File: src/rtl/mec_pkg.sv
package mec_pkg;
  typedef enum logic {
    HALF_LO = 1'b0,
    HALF_HI = 1'b1
  } half_sel_e;

  localparam int NUM_HALVES = 2;
endpackage

File: src/rtl/mec_half.sv
module mec_half #(
  parameter int W = 32
) (
  input  logic         clk_i,
  input  logic         rst_ni,
  input  logic         ld_i,
  input  logic [W-1:0] ld_data_i,
  input  logic         inc_i,
  output logic [W-1:0] q_o,
  output logic         all_ones_o
);
  logic [W-1:0] q;

  always_ff @(posedge clk_i or negedge rst_ni) begin
    if (!rst_ni)    q <= '0;
    else if (ld_i)  q <= ld_data_i;
    else if (inc_i) q <= q + W'(1);
  end

  assign q_o        = q;
  assign all_ones_o = &q;
endmodule

File: src/rtl/mec_ctrl.sv
module mec_ctrl (
  input  logic clk_i,
  input  logic rst_ni,
  input  logic mode_we_i,
  input  logic mode_i,
  input  logic wr_en_i,
  input  logic time_invalid_i,
  input  logic wrap_i,
  input  logic hi_load_i,
  output logic mode_o,
  output logic ovf_o,
  output logic err_o,
  output logic inc_go_o
);
  logic mode_q, ovf_q, err_q;
  logic inc_req;

  assign inc_req  = wr_en_i & mode_q;
  assign inc_go_o = inc_req & ~ovf_q & ~time_invalid_i;

  always_ff @(posedge clk_i or negedge rst_ni) begin
    if (!rst_ni) begin
      mode_q <= 1'b0;
      ovf_q  <= 1'b0;
      err_q  <= 1'b0;
    end else begin
      if (mode_we_i) mode_q <= mode_i;
      // a high load in load mode is the only release from overflow
      if (hi_load_i)   ovf_q <= 1'b0;
      else if (wrap_i) ovf_q <= 1'b1;
      err_q <= inc_req & (ovf_q | time_invalid_i);
    end
  end

  assign mode_o = mode_q;
  assign ovf_o  = ovf_q;
  assign err_o  = err_q;
endmodule

File: src/rtl/mono_event_counter.sv
module mono_event_counter
  import mec_pkg::*;
#(
  parameter int HALF_W = 32
) (
  input  logic              clk_i,
  input  logic              rst_ni,
  input  logic              mode_we_i,
  input  logic              mode_i,
  input  logic              wr_en_i,
  input  logic              wr_sel_hi_i,
  input  logic [HALF_W-1:0] wr_data_i,
  input  logic              time_invalid_i,
  output logic [HALF_W-1:0] cnt_lo_o,
  output logic [HALF_W-1:0] cnt_hi_o,
  output logic              ovf_o,
  output logic              inc_err_o
);
  logic              mode_q;
  logic              ovf_q;
  logic              inc_go;
  logic [NUM_HALVES:0] carry;
  logic [NUM_HALVES-1:0] ld;
  logic [NUM_HALVES-1:0] ones;
  logic [HALF_W-1:0] half_q [NUM_HALVES];

  assign carry[0] = inc_go;

  for (genvar g = 0; g < NUM_HALVES; g++) begin : g_half
    assign ld[g] = wr_en_i & ~mode_q & (wr_sel_hi_i == 1'(g));

    mec_half #(.W(HALF_W)) u_half (
      .clk_i      (clk_i),
      .rst_ni     (rst_ni),
      .ld_i       (ld[g]),
      .ld_data_i  (wr_data_i),
      .inc_i      (carry[g]),
      .q_o        (half_q[g]),
      .all_ones_o (ones[g])
    );

    assign carry[g+1] = carry[g] & ones[g];
  end

  mec_ctrl u_ctrl (
    .clk_i          (clk_i),
    .rst_ni         (rst_ni),
    .mode_we_i      (mode_we_i),
    .mode_i         (mode_i),
    .wr_en_i        (wr_en_i),
    .time_invalid_i (time_invalid_i),
    .wrap_i         (carry[NUM_HALVES]),
    .hi_load_i      (ld[HALF_HI]),
    .mode_o         (mode_q),
    .ovf_o          (ovf_q),
    .err_o          (inc_err_o),
    .inc_go_o       (inc_go)
  );

  // overflowed count reads as zero
  assign cnt_lo_o = ovf_q ? '0 : half_q[HALF_LO];
  assign cnt_hi_o = ovf_q ? '0 : half_q[HALF_HI];
  assign ovf_o    = ovf_q;
endmodule

File: config.mk
export PLATFORM = sky130hd
export DESIGN_NAME = mono_event_counter
export DESIGN_NICKNAME = d
export VERILOG_FILES = /design/src/rtl/mec_pkg.sv /design/src/rtl/mec_half.sv /design/src/rtl/mec_ctrl.sv /design/src/rtl/mono_event_counter.sv
export SDC_FILE = /design/constraint.sdc
export NUM_CORES = 1
export LEC_CHECK = 0
export BUFFER_PORTS_ARGS = -buffer_cell sky130_fd_sc_hd__buf_4
export CAP_MARGIN = 20
export CORE_MARGIN = 2
export CORE_UTILIZATION = 45
export DETAILED_ROUTE_END_ITERATION = 10
export GPL_TIMING_DRIVEN = 0
export PLACE_DENSITY = 0.8
export SLEW_MARGIN = 40
export SYNTH_ARGS = -nofsm -noshare
export SYNTH_HDL_FRONTEND = slang
export SYNTH_SLANG_ARGS = --single-unit
File: constraint.sdc
create_clock -name clk_i -period 6.4 [get_ports clk_i]
set_input_delay 0.96 -clock clk_i [delete_from_list [all_inputs] [get_ports clk_i]]
set_output_delay 0.96 -clock clk_i [all_outputs]
set_load 0.005 [all_outputs]
# After elaboration in Yosys (flattened, before gate mapping)
# Index checks and enable logic that the tools add are counted.
dict set report totals {
  output_inout_bits 66
  reg_bits 67
}
dict set report op_classes {
  n_reduce_logical 5
  addsub 2
  muxes 8
  bitwise 14
}
# cell count
set op_table {}
lappend op_table {{two-way mux 32 bit} 6}
lappend op_table {{adder 32 x 1 -> 32 bit (second input constant)} 2}
lappend op_table {{AND reduction 32 bit} 2}
lappend op_table {{bitwise AND 1 bit} 9}
lappend op_table {{nonzero test 2 bit} 3}
lappend op_table {{inverter 1 bit} 4}
lappend op_table {{two-way mux 1 bit} 2}
lappend op_table {{bitwise OR 1 bit} 1}

# Depth between registers and ports, before layout
dict set report depth {
  ltp_word 7
  ltp_mapped 8
  ltp_nobuf 6
}

# Cells and area by module
# From an unflattened synthesis, not the netlist that was laid out.
dict set report unflattened {
  hier_cells 514
  hier_area_um2 4559.4
}
# mod n_inst cells_each area_per_inst_um2 seq_area_each_um2
set by_module_without_submodules {}
lappend by_module_without_submodules {mec_half 2 216 1885.6 800.8}
lappend by_module_without_submodules {mono_event_counter 1 75 665.6 0.0}
lappend by_module_without_submodules {mec_ctrl 1 7 122.6 75.1}

# Worst setup path after synthesis
# Ideal clock, no wire load.
dict set report synth_timing {
  kind {input -> register}
  from {in time_invalid_i}
  to {reg g_half[1].u_half.q[10]}
  arrival_ps 2359
  path_slack_ps 3976
  required_time_ps 6336
  cell_stages 7
  setup_ps 64
  path_cell_list {nand4bb_1 clkbuf_1 nor2_1 nand4b_2 buf_2 o41ai_1 a21o_1}
}
dict set report synth_via {
  elab_chain_cells 4
}
# element line
set synth_rtl {}
lappend synth_rtl {{from (decl)} mono_event_counter.sv:13} ;# input logic time_invalid_i,
lappend synth_rtl {{inverter 1 bit} mec_ctrl.sv:19} ;# assign inc_go_o = inc_req & ~ovf_q & ~time_invalid_i;
lappend synth_rtl {{bitwise AND 1 bit} mec_ctrl.sv:19}
lappend synth_rtl {{bitwise AND 1 bit} mono_event_counter.sv:42} ;# assign carry[g+1] = carry[g] & ones[g];
lappend synth_rtl {{nonzero test 2 bit (no line)} --}
lappend synth_rtl {{to (signal assigned)} mec_half.sv:16} ;# else if (ld_i) q <= ld_data_i;
lappend synth_rtl {{to (signal assigned)} mec_half.sv:17} ;# else if (inc_i) q <= q + W'(1);
lappend synth_rtl {{to (decl)} mec_half.sv:12} ;# logic [W-1:0] q;
# No other way between the ends.
# A chain may end at the register's enable or synchronous reset.

# Final worst setup path
dict set report layout_timing {
  from {reg u_ctrl.ovf_q (netlist: u_ctrl.ovf_o)}
  to {out cnt_lo_o[4]}
}
dict set report layout_via {
  elab_chain_cells 1
}
# element line
set layout_rtl {}
lappend layout_rtl {{from (decl)} mec_ctrl.sv:15} ;# logic mode_q, ovf_q, err_q;
lappend layout_rtl {{from (signal assigned)} mec_ctrl.sv:24} ;# ovf_q <= 1'b0;
lappend layout_rtl {{from (signal assigned)} mec_ctrl.sv:29} ;# if (hi_load_i) ovf_q <= 1'b0;
lappend layout_rtl {{from (signal assigned)} mec_ctrl.sv:30} ;# else if (wrap_i) ovf_q <= 1'b1;
lappend layout_rtl {{two-way mux 32 bit} mono_event_counter.sv:61} ;# assign cnt_lo_o = ovf_q ? '0 : half_q[HALF_LO];
lappend layout_rtl {{to (decl)} mono_event_counter.sv:14} ;# output logic [HALF_W-1:0] cnt_lo_o,
# No other way between the ends.

==> flow_summary.json <==
{
  "grt-ovfl-total": 0,
  "final_cells": 831,
  "max_freq_mhz": 307,
  "reg2reg_to": "g_half[1].u_half.q_o[12]",
  "cts.repair.resized": 0,
  "internal_power_uw": 912,
  "synth.avg_cell_area_um2": 8.18,
  "drv_slew": 0,
  "p_leak_uw": 0.00258,
  "drc": 0,
  "r2r_setup_slack_ns": 3.79,
  "end_kind": "output pin",
  "hp-class": "register to register",
  "hold_start": "g_half[1].u_half.q_o[10]",
  "nFillCells": 937,
  "hold_violations": 0,
  "setup_tns_ns": 0,
  "rsz0062_at_grt": "no",
  "synth_top_family_by_area": "simple AND/OR/NAND/NOR gates",
  "setup_viol": 0,
  "drtIter0Drc": 504,
  "first_pass_iters": 5,
  "antenna_cells": 0,
  "gp_congestion": 0.958,
  "drive_gt1_frac": 0.213,
  "dpl_worst_slack_ns": 3.40,
  "post-route-util": 0.573,
  "antenna_found_initial": 0,
  "cts_buffers": 9,
  "fp.dieH_um": 106,
  "ir_drop_mv": 0.108,
  "critPathKind": "register to output pin",
  "postSynthCellCount": 575,
  "fin_ws_ns": 3.14,
  "chipWidth_um": 106,
  "crit_path_start_kind": "register",
  "yosysSeqAreaShare": 0.356,
  "total_power_uw": 1390,
  "min_period_over_period": 0.509,
  "cp.arrival_ns": 2.30,
  "dpl.hpwl_mm": 12.2,
  "grt_pass1_wl_mm": 26.0,
  "fin_worst_skew_ns": 0.00929,
  "dp_cells": 815,
  "reg2reg_depth": 7,
  "path_clk_slew_ns": 0.08,
  "power_frac_seq": 0.444,
  "p_clk_frac": 0.263,
  "grt_pass1_vias": 4883,
  "finalNetCount": 731,
  "muxShareOfSynthArea": 0.00239,
  "routed_via_density": 6.28,
  "portBuffers": 104,
  "wl_mm": 16.4,
  "holdBufCountCts": 0,
  "clock_latency_ns": 0.36,
  "synth_flop_cell": "dfrtp_1",
  "cts_tree": "yes",
  "final_common_cell": "buf_4",
  "yosys_warnings": 0,
  "ios": 105,
  "areaGrowthSynthToFinish_pct": 24.6,
  "via_count": 5218,
  "clock-root-buffer": "clkbuf_8",
  "synth_fa_ha_area_frac": 0.00532,
  "relSlewSlack": 0.530,
  "min_to": "g_half[1].u_half.q_o[10]",
  "critical_path.max_fanout": 10,
  "antenna_left": 0,
  "clock_sinks": 67,
  "synth-xor-area-share": 0.00372,
  "synth_compound_area_frac": 0.240,
  "max_cap_violations": 0,
  "status": "complete, no violations",
  "grt_max_degree": 68,
  "min_path_cells": 1,
  "swShare": 0.345,
  "crit_required_ns": 5.44,
  "htree_levels": 3,
  "synth_cell_type_count": 64,
  "num_rows": 37,
  "grtUsageTotal": 0.294,
  "synth_fp_nets": 616,
  "period_minus_slack_ns": 3.26,
  "core-area_um2": 10200,
  "ys_ff_latch": 67,
  "p_per_area_nw_per_um2": 237,
  "power_switching_uw": 480,
  "netlist_area_um2": 4710,
  "yosys.area_share.simple": 0.344,
  "worstMarginPinSlew_ns": 0.704,
  "cts_max_path_buffers": 2,
  "die_area_um2": 11300,
  "r2r-start": "g_half[0].u_half.q_o[0]",
  "post-cts-setup-buffers": 0,
  "async_reset_ff_frac": 1.00,
  "wire_per_inst_um": 19.7,
  "initial_core_util": 0.460,
  "final_cell_mix": "buf_4, nand2_1, dfrtp_1",
  "synth_edf_count": 0,
  "p_comb_frac": 0.293
}
metal layers:
metal,up-vias,GRT usage,wire (um)
met5,-,0,0
met4,0,0.123,447
met3,39,0.0435,1680
met2,325,0.465,7720
met1,2468,0.402,6530
li1,2386,-,-
area by class of cell:
cell class	count	area, um^2	share of cell area
Buffer	34	150	0.0256
Clock buffer	12	145	0.0247
Clock inverter	4	50.0	0.00853
Inverter	21	78.8	0.0134
Multi-Input combinational cell	453	2810	0.479
Sequential cell	67	1680	0.286
Tap cell	136	170	0.0290
Timing Repair Buffer	104	785	0.134
cells by family (layout without fill, tap and decap cells):
family / Yosys count / after routing
simple gates: 290 / 290
xor+xnor: 2 / 2
fa+ha+maj: 2 / 2
buf+inv: 55 / 175
compound gates: 158 / 158
mux: 1 / 1
flops: 67 / 67
registers in the layout, summed over array words and instances, names as in the netlist:
name	cells
g_half.u_half.q_o	64
u_ctrl.err_o	1
u_ctrl.mode_o	1
u_ctrl.ovf_o	1
cells in the mapped netlist (3+ instances only):
cell	n	area [um^2]
a211o_1	3	26.3
a21o_1	14	105
a21oi_1	22	110
a221o_1	6	60.1
a22oi_1	5	37.5
a31oi_1	5	31.3
a32oi_1	4	35.0
and2_1	8	50.1
and3_1	11	68.8
and4_1	13	114
buf_2	6	30.0
clkbuf_1	24	90.1
dfrtp_1	67	1680
inv_1	21	78.8
nand2_1	72	270
nand3_1	33	165
nand4_1	25	156
nor2_1	41	154
nor2b_1	43	269
nor3_1	12	60.1
nor4_1	5	31.3
o211ai_1	12	90.1
o211ai_2	6	75.1
o21a_1	3	22.5
o21ai_0	32	160
o21ai_1	7	35.0
o311ai_0	12	105
o31a_1	7	61.3
o31ai_1	5	37.5
o41ai_1	4	35.0
or3_1	5	31.3
critical path: stages, from the launching register on:
cell and delay (ns):
dfrtp_1 0.48, clkbuf_1 0.55, buf_1 0.61, nor2_1 0.12, buf_4 0.17
worst max path at each step:
stage | from | to
after global placement | time_invalid_i | g_half[1].u_half.q_o[10]
after detailed placement | time_invalid_i | g_half[1].u_half.q_o[10]
final | u_ctrl.ovf_o | cnt_lo_o[4]
after CTS | u_ctrl.ovf_o | cnt_lo_o[4]
after global routing | u_ctrl.ovf_o | cnt_lo_o[4]
after floorplan | time_invalid_i | g_half[1].u_half.q_o[10]
power groups by stage:
stage / Combinational [uW] / Clock (uW) / Sequential (uW)
2_1_floorplan: 214 / 0 / 588
3_3_place_gp: 399 / 0 / 618
3_5_place_dp: 407 / 0 / 622
4_1_cts: 409 / 364 / 614
5_1_grt: 451 / 385 / 633
6_report: 408 / 366 / 618
per-stage QoR:
step / hold WS (ns) / cell area (um^2)
finish: 0.534 / 5870
global route: 0.556 / 5870
CTS: 0.539 / 5860
detailed placement: 0.521 / 5670
global placement: 0.518 / 5660
floorplan: 0.478 / 4710
Note: power is estimated with default switching activity, not from simulation.
